**config.mk**
```make
export PLATFORM = sky130hd
export DESIGN_NAME = adc_seq_ctrl
export DESIGN_NICKNAME = d
export VERILOG_FILES = /design/src/rtl/adcseq_pkg.sv /design/src/rtl/adcseq_sclk_gen.sv /design/src/rtl/adcseq_shifter.sv /design/src/rtl/adc_seq_ctrl.sv
export SDC_FILE = /design/constraint.sdc
export NUM_CORES = 1
export LEC_CHECK = 0
export BUFFER_PORTS_ARGS = -buffer_cell sky130_fd_sc_hd__buf_2
export CAP_MARGIN = 20
export CORE_ASPECT_RATIO = 1.1
export CORE_UTILIZATION = 25
export CTS_CLUSTER_DIAMETER = 100
export DETAILED_ROUTE_END_ITERATION = 8
export PLACE_DENSITY_LB_ADDON = 0.12
export SLEW_MARGIN = 0
export SYNTH_ARGS = -nofsm -noshare
export SYNTH_HDL_FRONTEND = slang
export SYNTH_SLANG_ARGS = --single-unit
```
**constraint.sdc**
```tcl
create_clock -name clk -period 2.05 [get_ports clk]
set_clock_uncertainty 0.15 [all_clocks]
set_input_delay 0.3075 -clock clk [delete_from_list [all_inputs] [get_ports clk]]
set_output_delay 0.3075 -clock clk [all_outputs]
set_load 0.02 [all_outputs]
```
**src/rtl/adcseq_pkg.sv**
```systemverilog
package adcseq_pkg;

    localparam int RES_W = 12;

    typedef struct packed {
        logic single;
        logic odd;
    } mux_sel_t;

    localparam mux_sel_t SEL_AT_RESET = '{single: 1'b1, odd: 1'b0};

    typedef enum logic [1:0] {
        ST_IDLE,
        ST_CONV,
        ST_XFER
    } seq_state_t;

    function automatic logic [RES_W-1:0] tx_frame(input mux_sel_t s);
        return {s.single, s.odd, {(RES_W-2){1'b0}}};
    endfunction

endpackage

```
**src/rtl/adcseq_sclk_gen.sv**
```systemverilog
module adcseq_sclk_gen #(
    parameter int SCLK_HALF = 2
) (
    input  logic clk,
    input  logic rst,
    input  logic run,
    output logic sclk,
    output logic rise_stb,
    output logic fall_stb
);
    localparam int HW = (SCLK_HALF > 1) ? $clog2(SCLK_HALF) : 1;
    localparam logic [HW-1:0] HLAST = HW'(SCLK_HALF - 1);

    logic [HW-1:0] hcnt;
    logic          wrap;

    assign wrap     = run && (hcnt == HLAST);
    assign rise_stb = wrap && !sclk;
    assign fall_stb = wrap && sclk;

    always_ff @(posedge clk) begin
        if (rst || !run) begin
            hcnt <= '0;
            sclk <= 1'b0;
        end else if (wrap) begin
            hcnt <= '0;
            sclk <= ~sclk;
        end else begin
            hcnt <= hcnt + 1'b1;
        end
    end
endmodule

```
**src/rtl/adcseq_shifter.sv**
```systemverilog
module adcseq_shifter #(
    parameter int W = 12
) (
    input  logic         clk,
    input  logic         rst,
    input  logic         load,
    input  logic [W-1:0] load_word,
    input  logic         shift_tx,
    input  logic         sample_rx,
    input  logic         ser_in,
    output logic         ser_out,
    output logic [W-1:0] rx_word
);
    logic [W-1:0] tx_q;

    assign ser_out = tx_q[W-1];

    always_ff @(posedge clk) begin
        if (rst) begin
            tx_q    <= '0;
            rx_word <= '0;
        end else if (load) begin
            tx_q    <= load_word;
            rx_word <= '0;
        end else begin
            if (shift_tx)
                tx_q <= {tx_q[W-2:0], 1'b0};
            if (sample_rx)
                rx_word <= {rx_word[W-2:0], ser_in};
        end
    end
endmodule

```
**src/rtl/adc_seq_ctrl.sv**
```systemverilog
module adc_seq_ctrl
    import adcseq_pkg::*;
#(
    parameter int CONV_CYCLES = 40,
    parameter int SCLK_HALF   = 4
) (
    input  logic             clk,
    input  logic             rst,
    input  logic             start_i,
    input  logic             sel_single_i,
    input  logic             sel_odd_i,
    input  logic             sleep_hold_i,
    output logic             busy_o,
    output logic             conv_o,
    output logic             sclk_o,
    output logic             sdi_o,
    input  logic             sdo_i,
    output logic             res_valid_o,
    output logic [RES_W-1:0] res_code_o,
    output logic             res_single_o,
    output logic             res_odd_o
);
    localparam int CW = (CONV_CYCLES > 1) ? $clog2(CONV_CYCLES) : 1;
    localparam logic [CW-1:0] CLAST = CW'(CONV_CYCLES - 1);
    localparam int BW = $clog2(RES_W);
    localparam logic [BW-1:0] BLAST = BW'(RES_W - 1);

    seq_state_t       state;
    logic [CW-1:0]    ccnt;
    logic [BW-1:0]    bcnt;
    mux_sel_t         sent_sel;
    mux_sel_t         live_sel;
    mux_sel_t         res_sel;
    logic             accept;
    logic             rise_stb;
    logic             fall_stb;
    logic [RES_W-1:0] rx_word;
    mux_sel_t         req_sel;

    assign req_sel = '{single: sel_single_i, odd: sel_odd_i};
    assign accept  = (state == ST_IDLE) && start_i;
    assign busy_o  = (state != ST_IDLE);
    assign res_single_o = res_sel.single;
    assign res_odd_o    = res_sel.odd;

    adcseq_sclk_gen #(.SCLK_HALF(SCLK_HALF)) u_sclk (
        .clk      (clk),
        .rst      (rst),
        .run      (state == ST_XFER),
        .sclk     (sclk_o),
        .rise_stb (rise_stb),
        .fall_stb (fall_stb)
    );

    adcseq_shifter #(.W(RES_W)) u_shift (
        .clk       (clk),
        .rst       (rst),
        .load      (accept),
        .load_word (tx_frame(req_sel)),
        .shift_tx  (fall_stb),
        .sample_rx (rise_stb),
        .ser_in    (sdo_i),
        .ser_out   (sdi_o),
        .rx_word   (rx_word)
    );

    always_ff @(posedge clk) begin
        if (rst) begin
            state       <= ST_IDLE;
            conv_o      <= 1'b0;
            ccnt        <= '0;
            bcnt        <= '0;
            sent_sel    <= SEL_AT_RESET;
            live_sel    <= SEL_AT_RESET;
            res_sel     <= SEL_AT_RESET;
            res_code_o  <= '0;
            res_valid_o <= 1'b0;
        end else begin
            res_valid_o <= 1'b0;
            unique case (state)
                ST_IDLE: begin
                    if (start_i) begin
                        state    <= ST_CONV;
                        conv_o   <= 1'b1;
                        ccnt     <= '0;
                        sent_sel <= req_sel;
                    end
                end
                ST_CONV: begin
                    if (ccnt != CLAST) begin
                        ccnt <= ccnt + 1'b1;
                    end else if (!sleep_hold_i) begin
                        conv_o <= 1'b0;
                        state  <= ST_XFER;
                        bcnt   <= '0;
                    end
                end
                ST_XFER: begin
                    if (fall_stb) begin
                        if (bcnt == BLAST) begin
                            state       <= ST_IDLE;
                            bcnt        <= '0;
                            res_valid_o <= 1'b1;
                            res_code_o  <= rx_word;
                            res_sel     <= live_sel;
                            live_sel    <= sent_sel;
                        end else begin
                            bcnt <= bcnt + 1'b1;
                        end
                    end
                end
                default: state <= ST_IDLE;
            endcase
        end
    end
endmodule

```
# Word level (Yosys, flattened, before mapping)
# Index checks and enable logic that the tools add are counted.
classes:
  add_sub_neg: 3
  n_eq_ne: 11
  mux: 21
  bitwise_logic: 3
  reduce_logical: 21
ops:
  columns: ["op", "n"]
  rows:
  - ["$mux W12", 2]
  - ["$mux W4", 4]
  - ["$mux W6", 2]
  - ["$ne A2 B2 Y1 const B", 6]
  - ["$pmux W6 S2", 1]
  - ["$mux W2", 5]
  - ["$pmux W4 S2", 1]
  - ["$reduce_and A4 Y1", 2]
  - ["$reduce_bool A2 Y1", 4]
  - ["$add A6 B1 Y6 const B", 1]
  - ["$ne A6 B6 Y1 const B", 1]
  - ["$pmux W2 S3", 1]
  - ["$reduce_and A3 Y1", 2]
  - ["$reduce_and A5 Y1", 1]
  - ["$add A4 B1 Y4 const B", 1]
  - ["$eq A2 B2 Y1 const B", 2]
  - ["$eq A4 B4 Y1 const B", 1]
  - ["$logic_and A1 B1 Y1", 4]
  - ["$mux W1", 4]
  - ["$reduce_or A2 Y1", 2]
  - ["$not A1 Y1", 3]
  - ["$reduce_or A3 Y1", 1]
  - ["$add A2 B1 Y2 const B", 1]
  - ["$eq A2 B1 Y1 const B", 1]
  - ["other kinds (5)", 6]
totals:
  ff_bits: 49

# Depth between registers and ports, before layout
# Gate-level depths: netlist of run 1.
logic_depth:
  ltp_word: 5
  ltp_mapped: 7
  depth_no_buf: 5

# Modules after synthesis
# A second synthesis of run 1 with hierarchy kept.
hier_totals:
  cells_unflattened: 267
  hier_area_um2: 2503.7
modules_own_cells:
  columns: ["mod", "instances", "cells_each", "area_each_um2", "seq_area_each_um2"]
  rows:
  - ["adc_seq_ctrl", 1, 163, 1417.6, 640.6]
  - ["adcseq_shifter", 1, 92, 967.2, 480.5]
  - ["adcseq_sclk_gen", 1, 12, 118.9, 60.1]

# Worst setup path after synthesis of run 1
# No wires, ideal clock.
synth_path:
  path_type: "reg-to-reg"
  start: "register ccnt[0]"
  end: "register ccnt[3]"
  setup_time_ns: 0.116
  t_arrival_ns: 1.416
  slack_ns: 0.368
  path_stages_with_launch: 6
  period_less_slack_ns: 1.682
  cell_sequence: "dfxtp_1 -> ha_1 -> and2_1 -> a311oi_2 -> a211oi_1 -> a31o_2"
synth_via:
  elab_chain_cells: 3
synth_rtl:
  columns: ["element", "line_no", "rtl"]
  rows:
  - ["start, declared", "adc_seq_ctrl.sv:29", "logic [CW-1:0] ccnt;"]
  - ["start signal, assigned", "adc_seq_ctrl.sv:91", "ccnt <= ccnt + 1'b1;"]
  - ["$add A6 B1 Y6 / $ne A6 B6 Y1 (equally long branches)", "adc_seq_ctrl.sv:91, adc_seq_ctrl.sv:90", null]
  - ["$mux W6 / $ne A2 B2 Y1 (equally long branches)", null, null]
  - ["$pmux W6 S2 / $reduce_and A3 Y1 (equally long branches)", null, null]
# Several ways; a longest one is shown, not always the timed one. The select of a mux whose other input is x is not followed.
# A chain may end at the register's enable or synchronous reset.

# Final worst setup path of run 1
# Ends and elaborated chain as after synthesis.

==> metrics.log, run 1 <==
[metrics] result of the run: finished clean
[metrics] number of ports placed on the die boundary: 26
[metrics] WHS: 0.1073 ns
[metrics] highest attainable clock frequency: 540.7 MHz
[metrics] number of filler instances in the final layout: 834
[metrics] clock buffers created by TritonCTS: 5
[metrics] library cell with the highest instance count after synthesis: nand2_1
[metrics] relative slew slack: 66.98%
[metrics] clock input transition at the sequential cells of the worst setup and hold paths: 0.09 ns
[metrics] number of antenna violations at the first check in global routing: 0
[metrics] clock network latency to the later pin of the worst-skew pair: 0.30 ns
[metrics] count of nets left with antenna violations after detail routing: 0
[metrics] Layout Utilization: 30.52%
[metrics] final layout net count: 268
[metrics] Leak Pwr: 0.8757 nW
[metrics] top post-synthesis cells by count: nand2_1 (64), dfxtp_1 (49), a21oi_1 (34)
[metrics] effective utilization at floorplan: 26.13%
[metrics] remaining global-route overflow: 0
[metrics] count of instances resized after the clock tree is built: 0
[metrics] Net Count, Synth: 242
[metrics] vias post-DR: 1,600
[metrics] count of flip-flops with a built-in enable after synthesis: 0
[metrics] count of warnings emitted by yosys: 0
[metrics] area used by sequential logic in the layout: 980.9 um2
[metrics] worst ir drop on vdd: 0.0002778 V
[metrics] width of the die: 86.73 um
[metrics] minimum clock period after layout: 1.849 ns
[metrics] PnR Total Power: 1.637 mW
[metrics] async set-reset flop share out of synthesis: 0%
[metrics] Post-Synthesis Mean Instance Area: 8.510 um2
[metrics] cts hold-fix bufs: 0
[metrics] cell area power density: 710.1 mW/mm2
[metrics] placement row count: 33
[metrics] Setup crit start kind: register
[metrics] setup TNS: 0 ns
[metrics] Seq/Total Area, Yosys: 49.68%
[metrics] largest net degree at the start of global routing: 35
[metrics] placeable core area: 0.007556 mm2
[metrics] iteration-0 DRC count of the detailed router: 56
[metrics] number of global-route vias before repair: 1,450
[metrics] clock sink count: 49
[metrics] unrepaired setup endpoints after global routing: false
[metrics] placer's final routability congestion estimate: 0.6755
[metrics] flip-flop and latch count after synthesis: 49
[metrics] die area: 0.008257 mm2
[metrics] final max-slew violation count: 0
[metrics] Synth Instances: 232
[metrics] Clock Tree Buf Depth: 2
[metrics] final setup violation count: 0
[metrics] critical path endpoint category: register
[metrics] cell area after technology mapping: 0.001974 mm2
[metrics] arrival time at the worst endpoint: 1.89 ns
[metrics] Vias/cell: 4.408
[metrics] number of levels the H-tree was split into: 2
[metrics] average wire length per cell after detail routing: 11.87 um
[metrics] area of the multi-input gates: 914.6 um2
[metrics] type of the worst min-delay path: in -> reg
[metrics] WL final: 4309 um
[metrics] main flop type after synthesis: dfxtp_1
[metrics] Port Buffer Count: 25
[metrics] share of the cycle needed by the critical path after routing: 90.21%
[metrics] number of optimization iterations in the first detailed-route pass: 4
[metrics] fraction of final layout cells with drive strength greater than 1: 18.99%
[metrics] n_diodes: 0
[metrics] global-route wire length before repair: 7058 um
[metrics] number of setup buffers added after CTS: 0
[metrics] vertical extent of the die: 95.21 um
[metrics] HPWL reported at the end of detailed placement: 2989 um
[metrics] top post-synthesis cells by area: dfxtp_1 (50%), nand2_1 (12%), a21oi_1 (8.6%), nor2_1 (2.9%), ha_1 (1.9%)
[metrics] post-synth top area share: 49.68%
[metrics] CP Max Fanout: 6
[metrics] cell type contributing the most total cell area after synthesis: dfxtp_1
[metrics] clock root buffer master: clkbuf_8
[metrics] Least-Margin Pin Slew: 0.4953 ns
[metrics] category of the most critical setup path: reg -> reg
[metrics] Synth cell types: 44
[metrics] maximum capacitance violations: 0
[metrics] required arrival time at the worst endpoint: 2.09 ns
[metrics] Area growth, synth to finish: 16.79%
[metrics] Final Hold Violating Endpoints: 0
[metrics] CTS tree: done
[metrics] total routing resource utilization after global routing: 11.19%
[metrics] drt drc: 0
-- kinds of logic after synthesis --
family          share of synthesized area (%)
simple gates                            29.34
mux                                    0.5070
xor+xnor                                1.331
buf+inv                                 3.992
fa+ha+maj                               1.901
compound gates                          13.24
flops                                   49.68
-- where the power goes --
part           internal, mW  total (mW)  switching [mW]
logic                0.0282      0.0741          0.0458
registers             0.961       0.970         0.00892
clock network         0.268       0.594           0.326
-- critical path, stage by stage, from the launching register on --
cell and delay, ns:
dfxtp_1 0.34, ha_1 0.22, and2_1 0.19, a311oi_2 0.48, a211oi_1 0.14, a31o_2 0.23
-- sequential cells by signal, summed over array words and instances (netlist names) --
signal / cells
sent_sel: 2
ccnt: 6
conv_o: 1
res_single_o: 1
res_code_o: 12
bcnt: 4
u_shift.rx_word: 12
u_shift.tx_q: 2
u_sclk.sclk: 1
res_odd_o: 1
res_valid_o: 1
live_sel: 2
u_sclk.hcnt: 2
state: 2
-- layout by cell type (no fill, tap or decap), types with 2 or more instances in the layout --
cell	instances
and2_1	2
buf_4	7
nor2b_1	2
nand2_1	64
clkbuf_8	6
dfxtp_1	49
o21ai_0	2
and3_1	2
xnor2_1	3
ha_1	3
nand4b_1	2
nor3_1	4
buf_2	25
nor3b_1	4
nand3_1	3
nand3b_1	3
inv_1	3
a211oi_1	2
a21oi_1	34
nor2_1	15
-- metrics by stage --
step | area, um2 | std cells | worst slack, ns
after floorplan | 1974 | 232 | 0.3676
after global routing | 2306 | 363 | 0.1040
after CTS | 2306 | 363 | 0.1956
after detailed placement | 2216 | 356 | 0.2034
after global placement | 2216 | 356 | 0.2108
final | 2306 | 363 | 0.2006
-- cell type report --
type	instances	area share, %
multi-input cells	167	39.66
clock buffers	6	3.581
flip-flops and latches	49	42.54
inverters	3	0.4883
well taps	105	5.697
clock inverters	1	0.3256
repair buffers	32	7.705
-- worst paths after layout --
| kind | start | endpoint | slack, ns | cells after the start |
|---|---|---|---|---|
| min reg2reg | u_sclk.hcnt[0] | u_sclk.hcnt[0] | 0.29 | 1 |
| min | sdo_i | u_shift.rx_word[0] | 0.11 | 3 |
| max reg2reg | ccnt[0] | ccnt[3] | 0.20 | 5 |
| max | ccnt[0] | ccnt[3] | 0.20 | 5 |
-- metal layers --
layer,track usage (%),vias to the layer above,wire (um)
met2,17.46,22,1931
met1,14.60,740,2182
met4,4.583,0,65
li1,-,833,-
met3,3.030,5,128
met5,0,-,0
(Power assumes the default switching activity.)
==> run 2, diff against run 1 <==
Settings changed: GPL_TIMING_DRIVEN from default to 1, PLACE_DENSITY_LB_ADDON 0.12 to default, RECOVER_POWER from default to 50.
==> metrics.log, run 2 (same netlist as run 1, synthesis figures left out) <==
[metrics] width of the die: 86.73 um
[metrics] Area growth, synth to finish: 13.37%
[metrics] clock buffers created by TritonCTS: 5
[metrics] cell area power density: 720.8 mW/mm2
[metrics] internal power component: 1.228 mW
[metrics] clock network latency to the later pin of the worst-skew pair: 0.30 ns
[metrics] remaining global-route overflow: 0
[metrics] Placement Setup Slack: 0.2422 ns
[metrics] total routing resource utilization after global routing: 10.20%
[metrics] highest attainable clock frequency: 546.5 MHz
[metrics] Clock Tree Buf Depth: 2
[metrics] fraction of final layout cells with drive strength greater than 1: 10.12%
[metrics] maximum capacitance violations: 0
[metrics] drt drc: 0
[metrics] n_diodes: 0
[metrics] vertical extent of the die: 95.21 um
[metrics] placement row count: 33
[metrics] placer's final routability congestion estimate: 0.7301
[metrics] number of setup buffers added after CTS: 0
[metrics] WL final: 3900 um
[metrics] PnR Total Power: 1.613 mW
[metrics] relative slew slack: 58.99%
[metrics] required arrival time at the worst endpoint: 2.10 ns
[metrics] Reg2Reg Capture Point: ccnt[3]
[metrics] largest stage delay on the critical path: 0.48 ns
[metrics] clock root buffer master: clkbuf_8
[metrics] critical path endpoint category: register
[metrics] final std cell area, no fill: 0.002238 mm2
[metrics] origin of the critical flop-to-flop path: ccnt[0]
[metrics] final setup slack of the worst path: 0.2201 ns
[metrics] total cell area at the placement stage: 0.002201 mm2
[metrics] final setup violation count: 0
[metrics] largest net degree at the start of global routing: 35
[metrics] type of the worst min-delay path: in -> reg
[metrics] clock input transition at the sequential cells of the worst setup and hold paths: 0.09 ns
[metrics] unrepaired setup endpoints after global routing: false
[metrics] placeable core area: 0.007556 mm2
[metrics] final layout net count: 266
[metrics] Port Buffer Count: 25
[metrics] commonest cells after routing, fill and taps aside: nand2_1 (64), dfxtp_1 (49), a21oi_1 (34)
[metrics] setup TNS: 0 ns
[metrics] cts hold-fix bufs: 0
[metrics] CP Max Fanout: 6
[metrics] Worst Hold End: u_shift.rx_word[0]
[metrics] final max-slew violation count: 0
[metrics] switching power share of the total: 23.89%
[metrics] most common library cell in the layout ignoring fill and taps: nand2_1
[metrics] number of global-route vias before repair: 1,462
[metrics] top flop regs: res_code_o x12, u_shift.rx_word x12, ccnt x6
[metrics] CTS tree: done
[metrics] number of ports placed on the die boundary: 26
[metrics] count of buffer and inverter cells on the critical path: 0
[metrics] sequence of cells on the critical path: ha_1 > and2_0 > a311oi_2 > a211oi_1 > a31o_2
[metrics] gate family responsible for the most delay along the worst path: compound AO/OA/AOI/OAI gates
[metrics] global-route wire length before repair: 6548 um
[metrics] arrival time at the worst endpoint: 1.88 ns
[metrics] number of antenna violations at the first check in global routing: 0
[metrics] effective utilization at floorplan: 26.13%
[metrics] category of the most critical setup path: reg -> reg
[metrics] vias post-DR: 1,592
[metrics] Leak Pwr: 0.7538 nW
[metrics] sequential share of power: 60.1%
[metrics] clock sink count: 49
[metrics] number of cells on the worst reg-to-reg path: 5
[metrics] average wire length per cell after detail routing: 10.77 um
[metrics] HPWL reported at the end of detailed placement: 2765 um
[metrics] switching component of the power: 0.3854 mW
[metrics] minimum clock period after layout: 1.830 ns
[metrics] worst ir drop on vdd: 0.0002916 V
[metrics] die area: 0.008257 mm2
[metrics] result of the run: finished clean
[metrics] Final Hold Violating Endpoints: 0
[metrics] Setup crit start kind: register
[metrics] number of levels the H-tree was split into: 2
[metrics] number of optimization iterations in the first detailed-route pass: 4
[metrics] hold path start: sdo_i
[metrics] cell count of the worst hold path: 3
[metrics] count of instances resized after the clock tree is built: 0
[metrics] clock network power share: 35.6%
[metrics] Vias/cell: 4.398
[metrics] share of the cycle needed by the critical path after routing: 89.26%
[metrics] iteration-0 DRC count of the detailed router: 64
[metrics] FF-to-FF setup slack: 0.22 ns
[metrics] Combinational Power Share: 4.3%
[metrics] cell with the biggest individual delay on the critical path: a311oi_2
[metrics] count of nets left with antenna violations after detail routing: 0
[metrics] Least-Margin Pin Slew: 0.6138 ns
[run 2: how the worst max path moves through the flow]
stage                     slack, ns  cells after the start  startpoint      end
after CTS                      0.23                      5     ccnt[0]  ccnt[3]
after global routing           0.10                      5     ccnt[0]  ccnt[3]
after detailed placement       0.24                      5     ccnt[0]  ccnt[3]
after global placement         0.26                      5     ccnt[0]  ccnt[3]
after floorplan                0.37                      5     ccnt[0]  ccnt[3]
final                          0.22                      5     ccnt[0]  ccnt[3]
[run 2: power groups by stage]
| stage | registers [mW] | logic, mW | clock network, mW |
|---|---|---|---|
| global route | 0.972 | 0.0762 | 0.636 |
| finish | 0.970 | 0.0688 | 0.575 |
| CTS | 0.970 | 0.0720 | 0.594 |
| detailed placement | 0.992 | 0.0718 | 0 |
| floorplan | 0.992 | 0.0503 | 0 |
| global placement | 0.992 | 0.0715 | 0 |
[run 2: per-layer routing]
layer / GRT usage [%] / vias to the layer above / wire length [um]
li1: - / 830 / -
met1: 12.11 / 735 / 1812
met2: 17.13 / 21 / 1866
met3: 3.030 / 6 / 156
met4: 4.306 / 0 / 65
met5: 0 / - / 0
[run 2: cell type report]
type                            instances  area, um2
Sequential cell                        49      980.9
Timing Repair Buffer                   30      140.1
Tap cell                              105      131.4
Clock inverter                          3      21.27
Clock buffer                            5      68.82
Fill cell                             820       5318
Inverter                                3      11.26
Multi-Input combinational cell        167      884.6
[run 2: metrics by stage]
stage / utilization [%] / cells / hold WS (ns)
after floorplan: - / 232 / 0.2541
after global placement: 29.13 / 354 / 0.2630
after detailed placement: 29.13 / 354 / 0.2723
after CTS: 30.32 / 362 / 0.1027
after global routing: 29.62 / 362 / 0.1356
final: 29.62 / 362 / 0.1084
[run 2: tightest hold or removal path: cells and delay by family]
kind	cells	cell delay (ns)
AOI/OAI and AO/OA	1	0.05
buffers and inverters	1	0.10
and+or+nand+nor	1	0.05
==> run 3, diff against run 2 <==
Settings changed: ABC_AREA from default to 1.
==> metrics.log, run 3 <==
[metrics] result of the run: finished clean
[metrics] clock input transition at the sequential cells of the worst setup and hold paths: 0.10 ns
[metrics] commonest cells after routing, fill and taps aside: nor2_1 (83), dfxtp_1 (49), nand2_1 (39)
[metrics] async set-reset flop share out of synthesis: 0%
[metrics] share of the cycle needed by the critical path after routing: 83.88%
[metrics] cell area power density: 764.4 mW/mm2
[metrics] Setup crit start kind: register
[metrics] cell area after technology mapping: 0.001932 mm2
[metrics] arrival time at the worst endpoint: 1.79 ns
[metrics] main flop type after synthesis: dfxtp_1
[metrics] flip-flop and latch count after synthesis: 49
[metrics] width of the die: 85.82 um
[metrics] Clock Tree Buf Depth: 2
[metrics] die area: 0.008083 mm2
[metrics] CTS tree: done
[metrics] category of the most critical setup path: reg -> reg
[metrics] WL final: 4160 um
[metrics] PnR Total Power: 1.719 mW
[metrics] Synth cell types: 21
[metrics] post-synth top area share: 50.78%
[metrics] cts hold-fix bufs: 0
[metrics] clock buffers created by TritonCTS: 5
[metrics] Leak Pwr: 1.001 nW
[metrics] Synth Instances: 264
[metrics] Seq/Total Area, Yosys: 50.78%
[metrics] clock network power share: 36.6%
[metrics] CP Max Fanout: 17
[metrics] minimum clock period after layout: 1.719 ns
[metrics] clock sink count: 49
[metrics] number of setup buffers added after CTS: 0
[metrics] drt drc: 0
[metrics] top post-synthesis cells by area: dfxtp_1 (51%), nor2_1 (16%), o21ai_0 (7.8%), nand2_1 (7.6%), nand3_1 (4.1%)
[metrics] critical path endpoint category: register
[metrics] relative slew slack: 72.53%
[metrics] Area growth, synth to finish: 16.39%
[metrics] most common library cell in the layout ignoring fill and taps: nor2_1
[metrics] number of ports placed on the die boundary: 26
[metrics] count of instances resized after the clock tree is built: 0
[metrics] vertical extent of the die: 94.20 um
[metrics] clock network latency to the later pin of the worst-skew pair: 0.31 ns
[metrics] placeable core area: 0.007473 mm2
[metrics] required arrival time at the worst endpoint: 2.12 ns
[metrics] library cell with the highest instance count after synthesis: nor2_1
[metrics] final setup violation count: 0
[metrics] number of antenna violations at the first check in global routing: 0
[metrics] switching component of the power: 0.4343 mW
[metrics] Net Count, Synth: 274
[metrics] sequential share of power: 57.0%
[metrics] HPWL reported at the end of detailed placement: 2862 um
[metrics] count of warnings emitted by yosys: 0
[metrics] global-route wire length before repair: 7176 um
[metrics] count of nets left with antenna violations after detail routing: 0
[metrics] setup TNS: 0 ns
[metrics] top post-synthesis cells by count: nor2_1 (82), dfxtp_1 (49), nand2_1 (39)
[metrics] Least-Margin Pin Slew: 0.4116 ns
[metrics] final layout net count: 302
[metrics] WHS: 0.1100 ns
[metrics] Final Hold Violating Endpoints: 0
[metrics] iteration-0 DRC count of the detailed router: 53
[metrics] n_diodes: 0
[metrics] Vias/cell: 4.249
[metrics] fraction of final layout cells with drive strength greater than 1: 7.167%
[metrics] number of global-route vias before repair: 1,561
[metrics] switching power share of the total: 25.27%
[metrics] placement row count: 33
[metrics] maximum capacitance violations: 0
[metrics] cell type contributing the most total cell area after synthesis: dfxtp_1
[metrics] largest net degree at the start of global routing: 25
[metrics] total routing resource utilization after global routing: 11.51%
[metrics] Port Buffer Count: 25
[metrics] final max-slew violation count: 0
[metrics] clock root buffer master: clkbuf_8
[metrics] worst ir drop on vdd: 0.0002746 V
[metrics] number of optimization iterations in the first detailed-route pass: 4
[metrics] vias post-DR: 1,691
[metrics] unrepaired setup endpoints after global routing: false
[metrics] placer's final routability congestion estimate: 0.8054
[metrics] average wire length per cell after detail routing: 10.45 um
[metrics] Combinational Power Share: 6.4%
[metrics] highest attainable clock frequency: 581.6 MHz
[metrics] count of flip-flops with a built-in enable after synthesis: 0
[metrics] top flop regs: res_code_o x12, u_shift.rx_word x12, ccnt x6
[metrics] effective utilization at floorplan: 25.85%
[metrics] number of levels the H-tree was split into: 2
[metrics] Post-Synthesis Mean Instance Area: 7.318 um2
[metrics] internal power component: 1.284 mW
[metrics] remaining global-route overflow: 0
[metrics] type of the worst min-delay path: in -> reg
## run 3: power groups by stage
stage / registers [mW] / clock network, mW / logic [mW]
2_1_floorplan: 1.00 / 0 / 0.0730
4_1_cts: 0.979 / 0.649 / 0.113
3_3_place_gp: 1.00 / 0 / 0.111
6_report: 0.979 / 0.630 / 0.110
5_1_grt: 0.981 / 0.685 / 0.125
3_5_place_dp: 1.00 / 0 / 0.112
## run 3: area by class of cell
| type | instances | area [um2] |
|---|---|---|
| Clock buffer | 6 | 82.58 |
| Clock inverter | 2 | 17.52 |
| Fill cell | 851 | 5225 |
| Inverter | 20 | 75.07 |
| Multi-Input combinational cell | 187 | 829.5 |
| Sequential cell | 49 | 980.9 |
| Tap cell | 105 | 131.4 |
| Timing Repair Buffer | 29 | 131.4 |
## run 3: path summary, 6_finish.rpt
kind	from	endpoint	slack, ns	depth (start not counted)
worst max-delay path	u_sclk.hcnt[0]	res_code_o[3]	0.33	8
worst min-delay path	sel_single_i	sent_sel[1]	0.11	3
worst max register to register	u_sclk.hcnt[0]	res_code_o[3]	0.33	8
worst min register to register	u_sclk.hcnt[0]	u_sclk.hcnt[0]	0.28	1
## run 3: critical path, stage by stage (launching register included)
cell	delay [ns]
dfxtp_1	0.35
ha_1	0.16
inv_1	0.05
nor2_1	0.15
nand2_2	0.16
nor2_4	0.21
inv_2	0.18
nor2_1	0.14
nor2_1	0.06
## run 3: metrics by stage
step / setup WS, ns / cell area [um2] / util [%] / cells
after detailed placement: 0.3578 / 2175 / 29.10 / 390
after CTS: 0.3441 / 2275 / 30.44 / 398
after global routing: 0.1106 / 2248 / 30.09 / 398
final: 0.3306 / 2248 / 30.09 / 398
after global placement: 0.3861 / 2175 / 29.10 / 390
after floorplan: 0.5330 / 1932 / - / 264
## run 3: cell families (layout without fill, tap and decap cells)
logic type / count (synthesis) / count (layout) / synth area share (%)
and+or+nand+nor: 144 / 144 / 30.25
DFF: 49 / 49 / 50.78
AOI/OAI and AO/OA: 38 / 38 / 9.974
buffers and inverters: 28 / 57 / 6.153
adders and majority gates: 3 / 3 / 1.943
xor gates and xnor gates: 2 / 2 / 0.9069
## run 3: per-layer routing
layer,global-route usage (%),up-vias,part of all wire [%]
met5,0,-,0
met4,5.417,0,1.9
met3,3.076,8,4.0
met2,18.47,35,45
met1,14.32,761,49
li1,-,887,-
